==> src/rtl/pw_period_pkg.sv <==
// Package: shared types and flag indices for the width/period monitor.
// Assumes four limit flags in a fixed order that software decodes.
package pw_period_pkg;
    localparam int NFLAG    = 4;
    localparam int FLG_WOVR = 0;
    localparam int FLG_WUND = 1;
    localparam int FLG_POVR = 2;
    localparam int FLG_PUND = 3;

    typedef enum logic [1:0] {
        PH_IDLE   = 2'd0,
        PH_WIDTH  = 2'd1,
        PH_PERIOD = 2'd2
    } phase_e;
endpackage

==> src/rtl/pw_edge_seq.sv <==
// Edge sequencer: detects edges on the synchronized waveform and walks
// the three-edge round (open, width close, period close).
// Assumes wave_in is already synchronous to clk.
module pw_edge_seq
    import pw_period_pkg::*;
(
    input  logic clk,
    input  logic rst_n,
    input  logic wave_in,
    input  logic fall_first,
    input  logic run,
    input  logic halted,
    input  logic resume,
    output logic clr_evt,
    output logic cap_w,
    output logic cap_p
);
    logic   wave_d;
    logic   rise, fall, open_edge, close_edge;
    phase_e phase_q, phase_d;

    // Purpose: remember the previous waveform level for edge detection.
    always_ff @(posedge clk) begin
        if (!rst_n) wave_d <= 1'b0;
        else        wave_d <= wave_in;
    end

    assign rise       = wave_in & ~wave_d;
    assign fall       = ~wave_in & wave_d;
    assign open_edge  = fall_first ? fall : rise;
    assign close_edge = fall_first ? rise : fall;

    // Purpose: decide the next phase and the capture/clear events.
    always_comb begin
        phase_d = phase_q;
        clr_evt = 1'b0;
        cap_w   = 1'b0;
        cap_p   = 1'b0;
        if (!run || resume) begin
            phase_d = PH_IDLE;
        end else if (!halted) begin
            unique case (phase_q)
                PH_IDLE: if (open_edge) begin
                    clr_evt = 1'b1;
                    phase_d = PH_WIDTH;
                end
                PH_WIDTH: if (close_edge) begin
                    cap_w   = 1'b1;
                    phase_d = PH_PERIOD;
                end
                PH_PERIOD: if (open_edge) begin
                    cap_p   = 1'b1;
                    clr_evt = 1'b1;
                    phase_d = PH_WIDTH;
                end
                default: phase_d = PH_IDLE;
            endcase
        end
    end

    // Purpose: register the round phase.
    always_ff @(posedge clk) begin
        if (!rst_n) phase_q <= PH_IDLE;
        else        phase_q <= phase_d;
    end
endmodule

==> src/rtl/pw_sat_counter.sv <==
// Saturating measurement counter: clears, holds or advances on tick.
// Assumes clr/resume are single-cycle events from the sequencer and top.
module pw_sat_counter #(
    parameter int CW = 16
) (
    input  logic          clk,
    input  logic          rst_n,
    input  logic          run,
    input  logic          halted,
    input  logic          resume,
    input  logic          clr,
    input  logic          tick,
    output logic [CW-1:0] count
);
    localparam logic [CW-1:0] CMAX = '1;

    // Purpose: apply run/freeze/clear priority, then saturating increment.
    always_ff @(posedge clk) begin
        if (!rst_n)               count <= '0;
        else if (!run)            count <= '0;
        else if (halted)          count <= count;
        else if (resume || clr)   count <= '0;
        else if (tick && count != CMAX) count <= count + 1'b1;
    end
endmodule

==> src/rtl/pw_flag_bank.sv <==
// Flag bank: compares a captured value with its limits, keeps sticky
// flags with write-zero-to-clear, and masks them into interrupt requests.
// Assumes cap_w and cap_p never fire in the same cycle.
module pw_flag_bank
    import pw_period_pkg::*;
#(
    parameter int CW = 16
) (
    input  logic             clk,
    input  logic             rst_n,
    input  logic             cap_w,
    input  logic             cap_p,
    input  logic [CW-1:0]    sample,
    input  logic [CW-1:0]    lim_w_hi,
    input  logic [CW-1:0]    lim_w_lo,
    input  logic [CW-1:0]    lim_p_hi,
    input  logic [CW-1:0]    lim_p_lo,
    input  logic             wr,
    input  logic [NFLAG-1:0] wdata,
    input  logic [NFLAG-1:0] ien,
    output logic [NFLAG-1:0] flags,
    output logic [NFLAG-1:0] irq
);
    logic [NFLAG-1:0] set_vec;

    // Purpose: strict unsigned limit comparisons on the capturing edge.
    always_comb begin
        set_vec           = '0;
        set_vec[FLG_WOVR] = cap_w && (sample > lim_w_hi);
        set_vec[FLG_WUND] = cap_w && (sample < lim_w_lo);
        set_vec[FLG_POVR] = cap_p && (sample > lim_p_hi);
        set_vec[FLG_PUND] = cap_p && (sample < lim_p_lo);
    end

    // Purpose: sticky flags, set wins over a same-cycle clear.
    always_ff @(posedge clk) begin
        if (!rst_n) begin
            flags <= '0;
        end else begin
            for (int i = 0; i < NFLAG; i++) begin
                if (set_vec[i])              flags[i] <= 1'b1;
                else if (wr && !wdata[i])    flags[i] <= 1'b0;
            end
        end
    end

    assign irq = flags & ien;
endmodule

==> src/rtl/pw_period_monitor.sv <==
// Top: pulse width and period limit checker. Ties the edge sequencer,
// the saturating counter and the flag bank together, owns the capture
// register and the stop-on-violation freeze.
// Assumes wave_in is synchronized and tick comes from an external prescaler.
module pw_period_monitor
    import pw_period_pkg::*;
#(
    parameter int CW = 16
) (
    input  logic             clk,
    input  logic             rst_n,
    input  logic             wave_in,
    input  logic             tick,
    input  logic             cfg_run,
    input  logic             cfg_fall_first,
    input  logic             cfg_stop_en,
    input  logic [CW-1:0]    lim_w_hi,
    input  logic [CW-1:0]    lim_w_lo,
    input  logic [CW-1:0]    lim_p_hi,
    input  logic [CW-1:0]    lim_p_lo,
    input  logic [NFLAG-1:0] irq_en,
    input  logic             flag_wr,
    input  logic [NFLAG-1:0] flag_wdata,
    output logic [CW-1:0]    capture,
    output logic [NFLAG-1:0] flags,
    output logic [NFLAG-1:0] irq,
    output logic [CW-1:0]    count
);
    logic halted, halted_q, resume;
    logic clr_evt, cap_w, cap_p;

    assign halted = cfg_stop_en && (|flags);
    assign resume = halted_q && !halted;

    // Purpose: remember the freeze state to spot the cycle it ends.
    always_ff @(posedge clk) begin
        if (!rst_n) halted_q <= 1'b0;
        else        halted_q <= halted;
    end

    pw_edge_seq u_seq (
        .clk        (clk),
        .rst_n      (rst_n),
        .wave_in    (wave_in),
        .fall_first (cfg_fall_first),
        .run        (cfg_run),
        .halted     (halted),
        .resume     (resume),
        .clr_evt    (clr_evt),
        .cap_w      (cap_w),
        .cap_p      (cap_p)
    );

    pw_sat_counter #(.CW(CW)) u_cnt (
        .clk    (clk),
        .rst_n  (rst_n),
        .run    (cfg_run),
        .halted (halted),
        .resume (resume),
        .clr    (clr_evt),
        .tick   (tick),
        .count  (count)
    );

    // Purpose: latch the counter on a width or period capture edge.
    always_ff @(posedge clk) begin
        if (!rst_n)             capture <= '0;
        else if (cap_w || cap_p) capture <= count;
    end

    pw_flag_bank #(.CW(CW)) u_flags (
        .clk      (clk),
        .rst_n    (rst_n),
        .cap_w    (cap_w),
        .cap_p    (cap_p),
        .sample   (count),
        .lim_w_hi (lim_w_hi),
        .lim_w_lo (lim_w_lo),
        .lim_p_hi (lim_p_hi),
        .lim_p_lo (lim_p_lo),
        .wr       (flag_wr),
        .wdata    (flag_wdata),
        .ien      (irq_en),
        .flags    (flags),
        .irq      (irq)
    );
endmodule

==> config.mk <==
export PLATFORM = sky130hd
export DESIGN_NAME = pw_period_monitor
export DESIGN_NICKNAME = d
export VERILOG_FILES = /design/src/rtl/pw_period_pkg.sv /design/src/rtl/pw_edge_seq.sv /design/src/rtl/pw_sat_counter.sv /design/src/rtl/pw_flag_bank.sv /design/src/rtl/pw_period_monitor.sv
export SDC_FILE = /design/constraint.sdc
export NUM_CORES = 1
export LEC_CHECK = 0
export BUFFER_PORTS_ARGS = -buffer_cell sky130_fd_sc_hd__buf_2
export CORE_ASPECT_RATIO = 1.5
export CORE_UTILIZATION = 55
export DETAILED_ROUTE_END_ITERATION = 6
export PLACE_DENSITY_LB_ADDON = 0.15
export SYNTH_ARGS = -nofsm -noshare
export SYNTH_HDL_FRONTEND = slang
export SYNTH_SLANG_ARGS = --single-unit
==> constraint.sdc <==
create_clock -name clk -period 3.3 [get_ports clk]
set_input_delay 0.33 -clock clk [delete_from_list [all_inputs] [get_ports clk]]
set_output_delay 0.33 -clock clk [all_outputs]
set_load 0.01 [all_outputs]
==> results.sh <==
export IMPL_synth_edf_count=0
export IMPL_synth_seq_area_share_pct=23.16
export IMPL_drt_wl_total_um=9489
export IMPL_die_h_um=99.10
export IMPL_fin_skew_ns=0.01019
export IMPL_fp_coreArea_um2=6087
export IMPL_avgSynthCellArea_um2=8.153
export IMPL_holdWs_ns=0.3447
export IMPL_synthCells=424
export IMPL_fmaxAchievable_ghz=0.3863
export IMPL_portBuffers=119
export IMPL_critical_path_class="register to register"
export IMPL_required_ns=3.47
export IMPL_place_congestion=0.9694
export IMPL_hold_viol_final=0
export IMPL_start_kind="register"
export IMPL_relSlewSlack_pct=62.35
export IMPL_diodes=0
export IMPL_grt_setup_unrepaired="false"
export IMPL_row_count=35
export IMPL_clock_sinks=40
export IMPL_final_util_pct=69.39
export IMPL_grt_usage_pct=29.61
export IMPL_grt_pass1_vias=3324
export IMPL_postCtsSetupRepairBufs=0
export IMPL_crit_path_max_fanout=14
export IMPL_cp_num_buf_inv=1
export IMPL_yosysTopAreaCellShare_pct=23.16
export IMPL_final_cells=624
export IMPL_ys_warn_count=0
export IMPL_dp_cells=616
export IMPL_synthesis_nets=567
export IMPL_dp_hpwl_um=7566
export IMPL_peakVddDrop_v=0.0003000
export IMPL_ff2ff_setup_slack_ns=0.71
export IMPL_cts_htree_levels=2
export IMPL_grt_start_max_net_pins=19
export IMPL_fin_crit_sh_pct=78.43
export IMPL_slowest_delay_ns=0.61
export IMPL_initial_utilization_pct=56.79
export IMPL_synth_top_cell_by_area="dfxtp_1"
export IMPL_total_leakage_power_uw=0.002275
export IMPL_drive_above_1_share_pct=25.82
export IMPL_die_x_um=66.74
export IMPL_drc=0
export IMPL_hp_class="primary input to register"
export IMPL_finalMaxSlewViolations=0
export IMPL_clk_latency_ns=0.29
export IMPL_cts_path_max_buffers=2
export IMPL_power_density_nw_per_um2=231.4
export IMPL_firstDrtPassIters=4
export IMPL_numCtsBuffers=5
export IMPL_die_area_um2=6613
export IMPL_synth_seq_cells=40
export IMPL_cp_top_family="simple AND/OR/NAND/NOR gates"
export IMPL_area_growth_pct=22.19
export IMPL_drv_cap=0
export IMPL_critPathSlowestCell="or4_1"
export IMPL_cp_end_kind="register"
export IMPL_wl_per_cell_um=15.21
export IMPL_finalNetCount=692
export IMPL_cts_root_buf="clkbuf_8"
export IMPL_drt_iter0_drc=126
export IMPL_cts_tree="yes"
export IMPL_clk_pin_slew_worst_paths_ns=0.08
export IMPL_grt_overflow_total=0
export IMPL_async_flop_share_pct=0
export IMPL_status="completed"
export IMPL_crit_chain="nand4_2, or4_1, a211oi_2, buf_4, or4_1, a21oi_2"
export IMPL_arrival_ns=2.76
export IMPL_via_per_inst=5.681
export IMPL_hold_buffers=0
export IMPL_cp_common_cell="or4_1"
export IMPL_setup_tns_ns=0
export IMPL_synthTopCellsByArea="dfxtp_1 (23%), ha_1 (23%), inv_1 (7.4%)"
export IMPL_io_pins=120
export IMPL_grt_pass1_wl_um=14880
export IMPL_synth_flop_cell="dfxtp_1"
export IMPL_setup_viol=0
export IMPL_final_antenna_net_count=0
export IMPL_worstMarginPinSlew_ns=0.5559
export IMPL_period_minus_slack_ns=2.588
export IMPL_netlist_area_um2=3457
export IMPL_dr_total_vias=3545
export IMPL_antenna_found_initial=0
export IMPL_synth_cell_types=63
export IMPL_cts_resized_gates=0
export IMPL_fillCellCount=559
flip-flops by register name, summed over array words and instances (netlist names):
register,cells
capture,16
halted_q,1
u_cnt.count,16
u_flags.flags,4
u_seq.phase_q,2
u_seq.wave_d,1
power breakdown:
part / switching (uW) / internal (uW)
Sequential: 3.76 / 485
Combinational: 84.6 / 75.4
Clock: 179 / 150
Total: 267 / 711
worst reg2reg max path: cells and delay by family, from the launching register on:
family | cells | cell delay [ns]
buf+inv | 1 | 0.28
compound gates | 2 | 0.53
flops | 1 | 0.59
simple gates | 3 | 1.06
area by class of cell:
| class | instances | area (um2) | area share (%) |
|---|---|---|---|
| inverters | 69 | 259.0 | 6.132 |
| repair buffers | 125 | 640.6 | 15.17 |
| well taps | 74 | 92.59 | 2.192 |
| flip-flops and latches | 40 | 800.8 | 18.96 |
| multi-input cells | 308 | 2342 | 55.45 |
| clock buffers | 6 | 72.57 | 1.718 |
| clock inverters | 2 | 16.27 | 0.3851 |
cells in the mapped netlist (2+ instances only):
| cell | number |
|---|---|
| inv_1 | 68 |
| or4_1 | 7 |
| nor4_1 | 4 |
| a21oi_2 | 5 |
| nor2_1 | 29 |
| or4b_2 | 2 |
| nand3_1 | 7 |
| nand3b_1 | 2 |
| nand4_1 | 11 |
| mux2i_1 | 18 |
| nor2b_1 | 2 |
| o31ai_1 | 5 |
| a2111oi_0 | 3 |
| and4_1 | 3 |
| and3_1 | 2 |
| o21a_1 | 2 |
| nand2_1 | 25 |
| o21ai_1 | 3 |
| a21o_1 | 9 |
| o22ai_1 | 2 |
| o31a_1 | 2 |
| dfxtp_1 | 40 |
| a21boi_0 | 2 |
| ha_1 | 63 |
| and2_1 | 6 |
| o211ai_1 | 2 |
| nor3_1 | 4 |
| o21ai_0 | 18 |
| or3_1 | 6 |
| clkbuf_1 | 3 |
| a21oi_1 | 34 |
| nand2b_1 | 4 |
cells in the final DEF (no fill, tap or decap), types with 3 or more instances in the layout:
| cell type | n |
|---|---|
| buf_4 | 6 |
| ha_1 | 63 |
| nand2_1 | 25 |
| a21oi_1 | 34 |
| nor2_1 | 29 |
| mux2i_1 | 18 |
| dfxtp_1 | 40 |
| or4_1 | 7 |
| nand3_1 | 7 |
| inv_1 | 68 |
| o31ai_1 | 5 |
| o21ai_1 | 3 |
| nand4_1 | 11 |
| and2_1 | 6 |
| and4_1 | 3 |
| nor4_1 | 4 |
| a2111oi_0 | 3 |
| nor3_1 | 4 |
| a21o_1 | 9 |
| buf_2 | 119 |
| o21ai_0 | 18 |
| a21oi_2 | 5 |
| nand2b_1 | 4 |
| clkbuf_8 | 5 |
| or3_1 | 6 |
logic make-up (layout without fill, tap and decap cells):
logic type                 count (synthesis)  in the layout  share of synthesized area, %
muxes                                     18             18                         5.212
xor gates and xnor gates                   1              1                        0.2534
buffers and inverters                     76            202                         9.084
adders and majority gates                 63             63                         22.80
and+or+nand+nor                          122            122                         19.29
DFF                                       40             40                         23.16
AOI/OAI and AO/OA                        104            104                         20.20
metrics by stage:
step	setup WS [ns]	total power, uW	cell area (um2)
after floorplan	1.119	588.6	3457
after global placement	0.8269	654.2	4135
after detailed placement	0.7426	659.7	4135
after CTS	0.7134	983.7	4224
after global routing	0.5098	1021	4224
final	0.7116	977.5	4224
routing by layer:
layer,vias up,part of all wire [%],GRT usage [%]
li1,1785,-,-
met5,-,0,0
met1,1616,40,33.29
met4,0,3.5,13.09
met3,22,5.6,4.014
met2,122,51,53.54
worst paths after layout:
kind,start,to,depth (start not counted)
hold / removal,wave_in,u_seq.wave_d$_SDFF_PN0_,2
setup reg to reg,u_cnt.count[2]$_SDFFE_PN0P_,u_cnt.count[6]$_SDFFE_PN0P_,6
setup / recovery,u_cnt.count[2]$_SDFFE_PN0P_,u_cnt.count[6]$_SDFFE_PN0P_,6
hold reg to reg,capture[11]$_SDFFE_PN0P_,capture[11]$_SDFFE_PN0P_,2
Power figures use the tool's default switching activity.
